===== src/rtl/slvbus_pkg.sv =====
package slvbus_pkg;

  typedef enum logic [1:0] {
    ST_IDLE = 2'd0,
    ST_S1   = 2'd1,
    ST_WAIT = 2'd2,
    ST_S2   = 2'd3
  } busState_t;

  // strobes passed from the control sequencer to the datapath
  typedef struct packed {
    logic accept;   // opening edge of a cycle is being taken
    logic active;   // cycle is in S1, wait or S2
    logic last;     // final clock of the cycle
  } busStrobe_t;

endpackage


===== src/rtl/slvbus_ctrl.sv =====
module slvbus_ctrl
  import slvbus_pkg::*;
(
  input  logic       clk,
  input  logic       rstN,
  input  logic       csN,
  input  logic       fdsN,
  input  logic       cycleLenSel,
  output busStrobe_t strb
);

  busState_t state;
  busState_t stateNext;
  logic      shortQ;
  logic      oneSel;

  // exactly one select low opens a cycle; both low cancels it
  assign oneSel = csN ^ fdsN;

  always_comb begin
    stateNext = state;
    unique case (state)
      ST_IDLE: if (oneSel) stateNext = ST_S1;
      ST_S1:   stateNext = shortQ ? ST_S2 : ST_WAIT;
      ST_WAIT: stateNext = ST_S2;
      ST_S2:   stateNext = ST_IDLE;
      default: stateNext = ST_IDLE;
    endcase
  end

  always_ff @(posedge clk) begin
    if (!rstN) begin
      state  <= ST_IDLE;
      shortQ <= 1'b1;
    end else begin
      state <= stateNext;
      if (state == ST_IDLE && oneSel) shortQ <= cycleLenSel;
    end
  end

  always_comb begin
    strb.accept = (state == ST_IDLE) && oneSel;
    strb.active = (state != ST_IDLE);
    strb.last   = (state == ST_S2);
  end

endmodule


===== src/rtl/slvbus_datapath.sv =====
module slvbus_datapath
  import slvbus_pkg::*;
#(
  parameter int ADDR_W = 5,
  parameter int BYTE_W = 8,
  parameter int LANES  = 2,
  parameter int RX_LOC = 0,
  parameter int TX_LOC = 1,
  localparam int DATA_W = LANES * BYTE_W
) (
  input  logic              clk,
  input  logic              rstN,
  input  busStrobe_t        strb,
  input  logic              fdsN,
  input  logic              rdWr,
  input  logic [ADDR_W-1:0] addr,
  input  logic [LANES-1:0]  byteEn,
  input  logic              swapBytes,
  input  logic [DATA_W-1:0] wrData,
  output logic [DATA_W-1:0] rdData,
  output logic              dataValid,
  output logic [ADDR_W-1:0] regAddr,
  input  logic [BYTE_W-1:0] regRdData,
  output logic              regWrEn,
  output logic [BYTE_W-1:0] regWrData,
  input  logic [DATA_W-1:0] rxData,
  output logic              rxPop,
  output logic              txPush,
  output logic [DATA_W-1:0] txData,
  output logic [LANES-1:0]  txByteEn
);

  localparam logic [ADDR_W-1:0] RX_ADDR = ADDR_W'(RX_LOC);
  localparam logic [ADDR_W-1:0] TX_ADDR = ADDR_W'(TX_LOC);

  logic [ADDR_W-1:0] addrQ;
  logic [LANES-1:0]  beQ;
  logic              readQ;
  logic              directQ;

  logic rxSel, txSel, regWrSel, singleByte;
  logic [$clog2(LANES)-1:0] pickLane;
  logic [BYTE_W-1:0] pickedByte;
  logic [BYTE_W-1:0] wrByte;
  logic [DATA_W-1:0] regWord, rxWord;

  // latch the cycle attributes at the opening edge
  always_ff @(posedge clk) begin
    if (!rstN) begin
      addrQ   <= '0;
      beQ     <= '0;
      readQ   <= 1'b0;
      directQ <= 1'b0;
    end else if (strb.accept) begin
      addrQ   <= addr;
      beQ     <= byteEn;
      readQ   <= rdWr;
      directQ <= ~fdsN;
    end
  end

  // target decode
  assign rxSel    = readQ  && (directQ || addrQ == RX_ADDR);
  assign txSel    = !readQ && (directQ || addrQ == TX_ADDR);
  assign regWrSel = !readQ && !directQ && addrQ != RX_ADDR && addrQ != TX_ADDR;

  // a single enabled lane means a byte transfer
  assign singleByte = $onehot(beQ);
  always_comb begin
    pickLane = '0;
    for (int l = 0; l < LANES; l++) begin
      if (beQ[l]) pickLane = l[$clog2(LANES)-1:0];
    end
  end
  assign pickedByte = rxData[pickLane*BYTE_W +: BYTE_W];
  assign wrByte     = wrData[swapBytes*BYTE_W +: BYTE_W];

  // per-lane placement of register byte and receive data
  for (genvar g = 0; g < LANES; g++) begin : g_lane
    assign regWord[g*BYTE_W +: BYTE_W] =
      (int'(swapBytes) == g) ? regRdData : '0;
    assign rxWord[g*BYTE_W +: BYTE_W] =
      singleByte ? pickedByte : rxData[g*BYTE_W +: BYTE_W];
  end

  assign dataValid = strb.active && readQ;
  assign rdData    = !dataValid ? '0 : (rxSel ? rxWord : regWord);
  assign rxPop     = strb.last && rxSel;
  assign regAddr   = addrQ;

  // write capture at the final clock, strobe in the following clock
  always_ff @(posedge clk) begin
    if (!rstN) begin
      regWrEn   <= 1'b0;
      regWrData <= '0;
      txPush    <= 1'b0;
      txData    <= '0;
      txByteEn  <= '0;
    end else begin
      regWrEn <= strb.last && regWrSel;
      txPush  <= strb.last && txSel;
      if (strb.last && regWrSel) regWrData <= wrByte;
      if (strb.last && txSel) begin
        txData   <= wrData;
        txByteEn <= beQ;
      end
    end
  end

endmodule


===== src/rtl/slave_bus_ctrl.sv =====
module slave_bus_ctrl
  import slvbus_pkg::*;
#(
  parameter int ADDR_W = 5,
  parameter int BYTE_W = 8,
  parameter int RX_LOC = 0,
  parameter int TX_LOC = 1,
  localparam int LANES  = 2,
  localparam int DATA_W = LANES * BYTE_W
) (
  input  logic              clk,
  input  logic              rstN,
  input  logic              csN,
  input  logic              fdsN,
  input  logic              rdWr,
  input  logic [ADDR_W-1:0] addr,
  input  logic [LANES-1:0]  byteEn,
  input  logic              cycleLenSel,
  input  logic              swapBytes,
  input  logic [DATA_W-1:0] wrData,
  output logic [DATA_W-1:0] rdData,
  output logic              dataValid,
  output logic [ADDR_W-1:0] regAddr,
  input  logic [BYTE_W-1:0] regRdData,
  output logic              regWrEn,
  output logic [BYTE_W-1:0] regWrData,
  input  logic [DATA_W-1:0] rxData,
  output logic              rxPop,
  output logic              txPush,
  output logic [DATA_W-1:0] txData,
  output logic [LANES-1:0]  txByteEn
);

  busStrobe_t strb;

  slvbus_ctrl ctrl_i (
    .clk         (clk),
    .rstN        (rstN),
    .csN         (csN),
    .fdsN        (fdsN),
    .cycleLenSel (cycleLenSel),
    .strb        (strb)
  );

  slvbus_datapath #(
    .ADDR_W (ADDR_W),
    .BYTE_W (BYTE_W),
    .LANES  (LANES),
    .RX_LOC (RX_LOC),
    .TX_LOC (TX_LOC)
  ) dp_i (
    .clk       (clk),
    .rstN      (rstN),
    .strb      (strb),
    .fdsN      (fdsN),
    .rdWr      (rdWr),
    .addr      (addr),
    .byteEn    (byteEn),
    .swapBytes (swapBytes),
    .wrData    (wrData),
    .rdData    (rdData),
    .dataValid (dataValid),
    .regAddr   (regAddr),
    .regRdData (regRdData),
    .regWrEn   (regWrEn),
    .regWrData (regWrData),
    .rxData    (rxData),
    .rxPop     (rxPop),
    .txPush    (txPush),
    .txData    (txData),
    .txByteEn  (txByteEn)
  );

endmodule


===== config.mk =====
export PLATFORM = sky130hd
export DESIGN_NAME = slave_bus_ctrl
export DESIGN_NICKNAME = d
export VERILOG_FILES = /design/src/rtl/slvbus_pkg.sv /design/src/rtl/slvbus_ctrl.sv /design/src/rtl/slvbus_datapath.sv /design/src/rtl/slave_bus_ctrl.sv
export SDC_FILE = /design/constraint.sdc
export NUM_CORES = 1
export LEC_CHECK = 0
export BUFFER_PORTS_ARGS = -buffer_cell sky130_fd_sc_hd__buf_2
export CAP_MARGIN = 20
export CORE_AREA = 2 2 73 75
export DETAILED_ROUTE_END_ITERATION = 7
export DIE_AREA = 0 0 75 77
export GPL_ROUTABILITY_DRIVEN = 1
export PLACE_DENSITY = 0.86
export SYNTH_ARGS = -nofsm -noshare
export SYNTH_HDL_FRONTEND = slang
export SYNTH_SLANG_ARGS = --single-unit
export TNS_END_PERCENT = 20

===== constraint.sdc =====
create_clock -name clk -period 5.2 [get_ports clk]
set_input_delay 1.56 -clock clk [delete_from_list [all_inputs] [get_ports clk]]
set_output_delay 1.56 -clock clk [all_outputs]
set_load 0.02 [all_outputs]

======== Word-level counts from Yosys, hierarchy flattened ========
Cells that the tools add are included.
storage, ports and cells
  bits in registers ....................... 40
  latch bits .............................. 0
  RAM bits ................................ 0
  bits in read-only memories .............. 0
  input port bits ......................... 54
  output and inout bits ................... 51
  word-level logic and storage cells ...... 51
  memories kept ........................... 0
operators by class
  add/subtract/negate cells ............... 1
  multiply operators ...................... 0
  divide/modulo/power cells ............... 0
  $lt $le $gt $ge ......................... 0
  eq/ne operators ......................... 7
  shifts and indexed selects .............. 2
  muxes and demuxes ....................... 10
  bitwise operators ....................... 2
  reductions and logical operators ........ 18
operators with widths
  operator                                                                 number
  16-bit two-way mux                                                       2
  8-bit two-way mux                                                        4
  16-bit by 5-bit indexed part select with 8-bit output                    2
  1-bit logical AND                                                        10
  2-bit case mux with 4 select lines                                       1
  5-bit by 1-bit equality test with 1-bit output, second input constant    1
  5-bit zero test                                                          1
  5-bit by 1-bit inequality test with 1-bit output, second input constant  1
  5-bit nonzero test                                                       1
  2-bit by 1-bit equality test with 1-bit output, second input constant    2
  2-bit equality test, second input constant                               2
  1-bit by 1-bit adder with 2-bit output                                   1
  1-bit zero test                                                          2
  2-bit zero test                                                          1
  1-bit logical OR                                                         2
  1-bit two-way mux                                                        2
  2-bit two-way mux                                                        1
  2-bit by 1-bit inequality test with 1-bit output, second input constant  1
  2-bit nonzero test                                                       1
  1-bit NOT                                                                1
  1-bit XOR                                                                1

======== Logic depth before layout (Yosys ltp) ========
Gate-level depths: netlist of run 1.
  depth in word-level cells ............... 5
  mapped depth ............................ 7
  depth with buffers taken out ............ 5

======== Modules after synthesis ========
Synthesis of run 1 repeated with hierarchy kept, for this count alone.
second synthesis, totals
  cell total of the unflattened synthesis .. 258
  area, all modules ....................... 2378.5 µm²
modules (own cells, without submodules)
  module           times used  cells each  area an instance (µm²)  sequential area each (µm²)
  slvbus_datapath  1           237         2187.1                  740.7
  slvbus_ctrl      1           21          191.4                   60.1

======== Worst setup path after synthesis of run 1 ========
No wires, ideal clock.
  kind .................................... input to output
  start point ............................. input swapBytes
  end point ............................... output rdData[10]
  data arrival time ....................... 2.661 ns
  data required time ...................... 3.640 ns
  path slack .............................. 0.979 ns
  cell stages on the path ................. 5
  path buffers ............................ 2
  path through ............................ clkbuf_1 clkbuf_1 nand2_1 a2111o_1 o31ai_1
on the way
  cells in the longest elaborated chain, start to end .. 3
ends and longest elaborated chain
  what                             line                   RTL
  start: declaration               slave_bus_ctrl.sv:19   input logic swapBytes,
  8-bit two-way mux                slvbus_datapath.sv:81  (int'(swapBytes) == g) ? regRdData : '0;
  16-bit two-way mux (2 in a row)  slvbus_datapath.sv:87  assign rdData = !dataValid ? '0 : (rxSel ? rxWord : regWord);
  end: declaration                 slave_bus_ctrl.sv:21   output logic [DATA_W-1:0] rdData,
No other way between the ends.

======== Final worst setup path of run 1 ========
Ends and elaborated chain as after synthesis.

==> out/qor.csv, run 1 <==
metric,value,unit
status,"complete, no violations",
CP Max Fanout,24,
sequential share of power,0.409,
Setup Viol. Count Final,0,
maximum vdd drop,0.2770,mV
standard-cell rows,26,
DRT antenna net count,0,
root buf cell,clkbuf_8,
Pint,0.5460,mW
post-synthesis sequential area ratio,0.3325,
all-layer global routing usage,0.2150,
final cycle utilization of the critical path,0.8318,
NetSw,0.3387,mW
global-route wire length before repair,10.01,mm
maximum clock path buffer count,2,
"Slew Viols, Final",0,
Max-cap violations,0,
Inserted Clock Buffers,5,
RSZ-0062 raised after global routing,no,
CP Launch Point,swapBytes,
Clock transition at path regs,0.06,ns
"Buf+Inv Stages, Crit Path",2,
synth-to-layout area growth,24.16,%
Post-CTS Resized,0,
total vias in the final route,2362,
Seq cells post-synth,40,
distinct cell type count after synthesis,31,
clock sink count,40,
initial antenna violation count,0,
drt first pass iters,4,
Initial Util,0.4839,
core area,4977,um^2
Leak,1.390,nW
grt total ovfl,0,
drt wl/cell,14.19,um
Hold Path Class,flip-flop to flip-flop,
CP max stage cell,buf_2,
"count leader, synth",nand2_1,
# diodes,0,
largest net degree at the start of global routing,56,
initial drt markers,89,
fin nets,424,
final wirelength,6.217,mm
Synth area leaders,"dfxtp_1, mux2i_1, nand2_1",
Die Wd,75,um
WP data arrival,2.77,ns
layout cell share with drive strength beyond 1,0.3397,
Crit path max-delay family,buffers and inverters,
Post-synth ARST share,0,
io pins,105,
Final min period,4.325,ns
Ys Warns,0,
setup TNS,0,ns
CTS tree,done,
logic gate share of total power,0.354,
Post-route DRC,0,
worst path required time,3.64,ns
Peak Freq,231.2,MHz
Slew @ Worst Pin,0.9536,ns
Syn Nets,338,
Final Hold Viols,0,
Slowest Stage Delay on Critical Path,0.40,ns
cts hold-fix bufs,0,
setup bufs post-CTS,0,
top-area cell type share of the netlist area,0.3325,
H-tree depth,2,
switching share of power,0.3828,
critical path start-end classification,primary input to output pin,
Pwr Density,295.8,nW/um^2
r2r setup slk,3.09,ns
GPL Wtd Cong,0.8532,
post-route setup slack,0.8746,ns
Post-synth EDFFs,0,
power share of the clock group,0.238,
Post-synth top flop,dfxtp_1,
Post-Syn Area,2409,um^2
via-per-instance ratio,5.393,
CP Capture Type,output pin,
Fin Hold WS,0.4544,ns
top cell type by total area after synthesis,dfxtp_1,
dpl ws,0.8998,ns
Avg Inst Size Synth,8.571,um^2
IO buf count,104,
crit-path cells,"buf_2, nand2_1, a2111o_1, o31ai_1, buf_2",
CP startpoint kind,primary input,
area of the die,5775,um^2
synthesized instance count,281,
vias in the first global route,2256,
Hold Path Origin,dp_i.txByteEn[0]$_SDFFE_PN0P_,
clk_skew,0.01305,ns
Post-synth top cells,"nand2_1, mux2i_1, dfxtp_1",
FF-to-FF Start,dp_i.directQ$_SDFFE_PN0P_,
DP HPWL,4.607,mm
relative slew slack,0.3590,
Clock Latency Late Sink,0.28,ns
"Top cell by count, worst path",buf_2,
Die Ht,77,um
-- metal layers --
metal / GRT usage / share of wire / up-vias
met4: 0.04643 / 0.012 / 0
met2: 0.3789 / 0.52 / 78
met3: 0.04993 / 0.050 / 10
li1: - / - / 1174
met1: 0.2589 / 0.42 / 1100
met5: 0 / 0 / -
-- registers in the layout, summed over array words and instances, names as in the netlist --
name,cells
dp_i.txData,16
dp_i.regAddr,5
ctrl_i.shortQ,1
dp_i.regWrEn,1
ctrl_i.state,2
dp_i.readQ,1
dp_i.txByteEn,2
dp_i.txPush,1
dp_i.beQ,2
dp_i.directQ,1
dp_i.regWrData,8
-- path summary, 6_finish.rpt --
check | to | cells after the start
worst max-delay path | rdData[10] | 5
worst max register to register | dp_i.txData[3]$_SDFFE_PN0P_ | 4
worst min register to register | dp_i.txByteEn[0]$_SDFFE_PN0P_ | 2
worst min-delay path | dp_i.txByteEn[0]$_SDFFE_PN0P_ | 2
-- metrics by stage --
step / util / instance area, um^2 / instances / power [mW]
floorplan: - / 2409 / 281 / 0.5978
global placement: 0.5804 / 2889 / 429 / 0.6602
detailed placement: 0.5820 / 2897 / 430 / 0.6770
CTS: 0.6008 / 2990 / 438 / 0.8878
global route: 0.6008 / 2990 / 438 / 0.9428
finish: 0.6008 / 2990 / 438 / 0.8847
-- tightest hold or removal path: stages (launching register included) --
cell and delay (ns):
dfxtp_1 0.31, nand2_1 0.05, mux2i_1 0.05
-- layout make-up --
type / count / area [um^2]
Inverter: 8 / 30.03
Clock buffer: 7 / 86.33
Clock inverter: 1 / 7.507
Sequential cell: 40 / 800.8
Fill cell: 461 / 1987
Tap cell: 70 / 87.58
Timing Repair Buffer: 106 / 535.5
Multi-Input combinational cell: 206 / 1443
-- power groups by stage --
stage | sequential [mW] | combinational, mW | clock [mW]
3_3_place_gp | 0.366 | 0.294 | 0
3_5_place_dp | 0.368 | 0.309 | 0
2_1_floorplan | 0.366 | 0.232 | 0
5_1_grt | 0.367 | 0.342 | 0.234
6_report | 0.362 | 0.313 | 0.210
4_1_cts | 0.361 | 0.311 | 0.216
-- kinds of logic after synthesis --
kind of cell / count (synthesis) / synth area share
xor gates and xnor gates: 2 / 0.007274
DFF: 40 / 0.3325
adders and majority gates: 3 / 0.01559
AOI/OAI and AO/OA: 59 / 0.1797
buffers and inverters: 35 / 0.06857
muxes: 50 / 0.2119
and+or+nand+nor: 92 / 0.1844
-- cell usage in the layout (no fill, tap or decap), types with 3 or more instances in the layout --
cell type  Yosys  final
mux2i_1       42     42
a21oi_1       13     13
clkbuf_8       0      6
o31ai_1       16     16
mux2_2         8      8
buf_2          2    104
o211ai_1       8      8
nand3_1       11     11
nor4bb_1       8      8
a2111o_1       8      8
inv_1          6      6
nor2_1         3      3
dfxtp_1       40     40
o21ai_0       11     11
nand2_1       61     61
ha_1           3      3
No activity file was read; power rests on OpenSTA's default activity.
==> run 2, diff against run 1 <==
- ABC_AREA: not set -> 1
- CORE_AREA: 2 2 73 75 -> 2 2 78 80
- DIE_AREA: 0 0 75 77 -> 0 0 80 82
- PLACE_DENSITY: 0.86 -> 0.79
- clock period: 5.2 -> 3.6 ns (I/O delays scaled with it)
==> run 2 against run 1 <==
Compared with the run above: combinational power increased by 61%; critical path depth increased by 1; power increased by 55%; first-iteration DRC count increased by 21%; flip-flop and latch count unchanged; sequential power increased by 39%; register-to-register slack got worse by 1.3 ns; setup slack got worse by 0.43 ns.
==> out/qor.csv, run 2 <==
metric,value,unit
top cell type by total area after synthesis,dfxtp_1,
synthesized instance count,393,
Post-synth top flop,dfxtp_1,
most frequent cells in the layout,"nand2_1, buf_2, dfxtp_1",
status,"complete, no violations",
Post-synth top cells,"nand2_1, dfxtp_1, nor2_1",
switching share of power,0.3861,
Final Hold Viols,0,
Post-synth ARST share,0,
layout cell share with drive strength beyond 1,0.2556,
CP Capture Type,output pin,
Die Ht,82,um
max FFs per register,16,
RSZ-0062 raised after global routing,no,
fin nets,549,
drt first pass iters,5,
Placed Area,2918,um^2
critical path start-end classification,primary input to output pin,
CP Max Fanout,12,
Peak Freq,317.2,MHz
logic gate share of total power,0.366,
top-area cell type share of the netlist area,0.3395,
Ys Warns,0,
Syn Nets,450,
final cycle utilization of the critical path,0.8756,
GPL Wtd Cong,0.8265,
via-per-instance ratio,4.838,
initial antenna violation count,0,
Synth area leaders,"dfxtp_1, nand2_1, a21oi_1",
io pins,105,
Largest Register,dp_i.txData,
Initial Util,0.4105,
drt wl/cell,11.89,um
Leak,1.639,nW
standard-cell rows,28,
Seq cells post-synth,40,
synth-to-layout area growth,28.44,%
Post-synth EDFFs,0,
Final min period,3.152,ns
Max-cap violations,0,
NetSw,0.5301,mW
worst path required time,2.52,ns
distinct cell type count after synthesis,20,
area of the die,6560,um^2
initial drt markers,108,
core area,5746,um^2
cts hold-fix bufs,0,
"most common cell after layout, fill and taps aside",nand2_1,
power share of the clock group,0.269,
vias in the first global route,2363,
grt total ovfl,0,
Clock transition at path regs,0.08,ns
post-synthesis sequential area ratio,0.3395,
Hold Path Class,flip-flop to flip-flop,
Setup Viol. Count Final,0,
largest net degree at the start of global routing,28,
Slew @ Worst Pin,0.7490,ns
sequential share of power,0.365,
"Slew Viols, Final",0,
DRT antenna net count,0,
maximum clock path buffer count,2,
maximum vdd drop,0.3650,mV
H-tree depth,2,
final wirelength,6.753,mm
all-layer global routing usage,0.2013,
Avg Inst Size Synth,6.001,um^2
Pwr Density,453.2,nW/um^2
IO buf count,104,
Post-route DRC,0,
CP startpoint kind,primary input,
Post-CTS Resized,0,
clock sink count,40,
Inserted Clock Buffers,5,
WP data arrival,2.07,ns
relative slew slack,0.4976,
Clock Latency Late Sink,0.30,ns
DP HPWL,5.040,mm
setup bufs post-CTS,0,
Post-Syn Area,2359,um^2
Die Wd,80,um
# diodes,0,
root buf cell,clkbuf_8,
total vias in the final route,2748,
clk_skew,0.007005,ns
post-route cell area,3029,um^2
setup TNS,0,ns
global-route wire length before repair,10.54,mm
"count leader, synth",nand2_1,
Pint,0.8428,mW
CTS tree,done,
-- run 2: changes by cell type after synthesis, moves of 16 or more --
cell | before | now
nor2_1 | 3 | 37
o31ai_1 | 16 | 0
mux2i_1 | 42 | 0
a21boi_0 | 0 | 16
a21oi_1 | 13 | 30
nand2_1 | 61 | 178
inv_1 | 6 | 26
-- run 2: final cells by class --
| type | instances | area, um^2 |
|---|---|---|
| tap | 75 | 93.84 |
| clock inverter | 3 | 42.54 |
| multi-input combinational | 306 | 1349 |
| timing repair buffer | 110 | 565.5 |
| sequential | 40 | 800.8 |
| clock buffer | 5 | 68.82 |
| inverter | 29 | 108.9 |
| fill | 594 | 2716 |
-- run 2: path summary, 6_finish.rpt --
| check | start | to | slack [ns] | cells past startpoint |
|---|---|---|---|---|
| max | swapBytes | rdData[2] | 0.45 | 6 |
| min | dp_i.txData[10]$_SDFFE_PN0P_ | dp_i.txData[10]$_SDFFE_PN0P_ | 0.46 | 2 |
| max reg2reg | ctrl_i.state[0]$_SDFFE_PN0P_ | dp_i.regAddr[4]$_SDFFE_PN0P_ | 1.81 | 6 |
| min reg2reg | dp_i.txData[10]$_SDFFE_PN0P_ | dp_i.txData[10]$_SDFFE_PN0P_ | 0.46 | 2 |
-- run 2: kinds of logic (layout without fill, tap and decap cells) --
logic type      Yosys count  count (layout)  synth area share
fa+ha+maj                 3               3           0.01592
flops                    40              40            0.3395
buf+inv                  47             147           0.08859
simple gates            243             243            0.4069
compound gates           60              60            0.1491
-- run 2: stage by stage --
stage	setup WS [ns]	hold WS [ns]	cells	power (mW)	utilization
5_1_grt	0.2863	0.4844	568	1.465	0.5272
6_report	0.4478	0.4629	568	1.373	0.5272
3_3_place_gp	0.4964	0.4467	560	0.9949	0.5078
3_5_place_dp	0.4888	0.4498	560	1.009	0.5078
2_1_floorplan	0.5117	0.4423	393	0.8728	-
4_1_cts	0.4889	0.4618	568	1.374	0.5272
-- run 2: power by group through the flow --
stage / Combinational, mW / Clock, mW / Sequential (mW)
finish: 0.503 / 0.369 / 0.502
global route: 0.567 / 0.391 / 0.507
CTS: 0.500 / 0.373 / 0.501
detailed placement: 0.498 / 0 / 0.512
global placement: 0.486 / 0 / 0.509
floorplan: 0.352 / 0 / 0.521
-- run 2: worst max-delay path, cell delays in order --
cell and delay [ns]:
buf_2 0.11, inv_1 0.31, nand2_1 0.10, a21boi_0 0.14
nor2_1 0.14, buf_2 0.18
-- run 2: layer usage --
layer,part of all wire,global-route usage
met1,0.46,0.2560
met2,0.46,0.3517
met3,0.074,0.03626
met4,0.0076,0.05254
met5,0,0
==> run 3, diff against run 2 <==
- CAP_MARGIN: 20 -> 25
- PLACE_DENSITY: 0.79 -> 0.82
==> run 3 against run 2 <==
Compared with the run above: setup slack lost 0.041 ns; register-to-register slack hardly changed; global-route usage grew 0.41 points; via count rose by 0.40%; highest routed layer unchanged; sequential share of layout area is 0.32 points higher; critical path type unchanged.
==> out/qor.csv, run 3 (same netlist as run 2, synthesis figures left out) <==
metric,value,unit
Largest Register,dp_i.txData,
Inserted Clock Buffers,5,
relative slew slack,0.5078,
Slowest Stage Delay on Critical Path,0.37,ns
Final Hold Viols,0,
Post-route DRC,0,
Slew @ Worst Pin,0.7338,ns
RSZ-0062 raised after global routing,no,
Peak Freq,313.2,MHz
post-route setup slack,0.4071,ns
final wirelength,6.869,mm
global-route wire length before repair,10.71,mm
maximum vdd drop,0.2814,mV
clock sink count,40,
vias in the first global route,2411,
CP Max Fanout,16,
cts hold-fix bufs,0,
io pins,105,
Max-cap violations,0,
synth-to-layout area growth,26.90,%
setup bufs post-CTS,0,
CP max stage cell,inv_1,
largest net degree at the start of global routing,34,
drt wl/cell,12.16,um
Post-CTS Resized,0,
dpl ws,0.4315,ns
"most common cell after layout, fill and taps aside",nand2_1,
fin nets,546,
drt first pass iters,4,
Die Wd,80,um
initial antenna violation count,0,
standard-cell rows,28,
Crit path max-delay family,buffers and inverters,
root buf cell,clkbuf_8,
Hold Path Class,flip-flop to flip-flop,
Initial Util,0.4105,
Die Ht,82,um
total vias in the final route,2759,
# diodes,0,
worst path required time,2.52,ns
max FFs per register,16,
"Slew Viols, Final",0,
critical path start-end classification,primary input to output pin,
CP Capture Type,output pin,
"Buf+Inv Stages, Crit Path",3,
Clock Latency Late Sink,0.30,ns
initial drt markers,92,
maximum clock path buffer count,2,
"Top cell by count, worst path",buf_2,
CTS tree,done,
Leak,1.614,nW
Pwr Density,438.9,nW/um^2
status,"complete, no violations",
core area,5746,um^2
IO buf count,104,
via-per-instance ratio,4.883,
Final min period,3.193,ns
Clock transition at path regs,0.08,ns
clk_skew,0.006774,ns
CP startpoint kind,primary input,
GPL Wtd Cong,0.8182,
grt total ovfl,0,
most frequent cells in the layout,"nand2_1, buf_2, dfxtp_1",
area of the die,6560,um^2
WP data arrival,2.11,ns
layout cell share with drive strength beyond 1,0.2510,
Setup Viol. Count Final,0,
final cycle utilization of the critical path,0.8869,
DP HPWL,5.132,mm
Fin Hold WS,0.4594,ns
crit-path cells,"buf_2, inv_1, nand2_1, a21boi_0, nor2_1, buf_2",
H-tree depth,2,
DRT antenna net count,0,
setup TNS,0,ns
all-layer global routing usage,0.2054,
-- run 3: worst reg2reg max path, delay by kind of cell, from the launching register on --
family	cells	cell delay, ns
fa+ha+maj	1	0.27
buf+inv	2	0.44
simple gates	2	0.51
flops	1	0.34
compound gates	1	0.14
-- run 3: power breakdown --
part	switching (mW)	internal (mW)	total, mW
clock	0.164	0.155	0.319
combinational	0.332	0.155	0.486
sequential	0.0342	0.474	0.508
total	0.530	0.783	1.31
-- run 3: area by class of cell --
cell class | count | area, um^2
Inverter | 29 | 108.9
Multi-Input combinational cell | 306 | 1349
Sequential cell | 40 | 800.8
Fill cell | 613 | 2753
Clock inverter | 2 | 15.01
Tap cell | 75 | 93.84
Clock buffer | 6 | 82.58
Timing Repair Buffer | 107 | 543.0
-- run 3: final timing paths --
kind / end / cells after the start / start / slack (ns)
setup / recovery: rdData[2] / 6 / swapBytes / 0.41
hold / removal: dp_i.txData[14]$_SDFFE_PN0P_ / 2 / dp_i.txData[14]$_SDFFE_PN0P_ / 0.46
setup reg to reg: dp_i.regAddr[2]$_SDFFE_PN0P_ / 6 / ctrl_i.state[1]$_SDFFE_PN0P_ / 1.80
hold reg to reg: dp_i.txData[14]$_SDFFE_PN0P_ / 2 / dp_i.txData[14]$_SDFFE_PN0P_ / 0.46
-- run 3: per-layer routing --
layer / global-route usage / wire (um) / up-vias / part of all wire
li1: - / - / 1413 / -
met1: 0.2483 / 2940 / 1229 / 0.43
met2: 0.3650 / 3306 / 106 / 0.48
met3: 0.04286 / 502 / 11 / 0.073
met4: 0.06441 / 118 / 0 / 0.017
met5: 0 / 0 / - / 0
-- run 3: stage by stage --
stage	std cells	power (mW)	utilization	area, um^2
2_1_floorplan	393	0.8728	-	2359
3_3_place_gp	557	0.9859	0.5039	2895
3_5_place_dp	557	0.9984	0.5039	2895
4_1_cts	565	1.314	0.5209	2993
5_1_grt	565	1.403	0.5209	2993
6_report	565	1.313	0.5209	2993
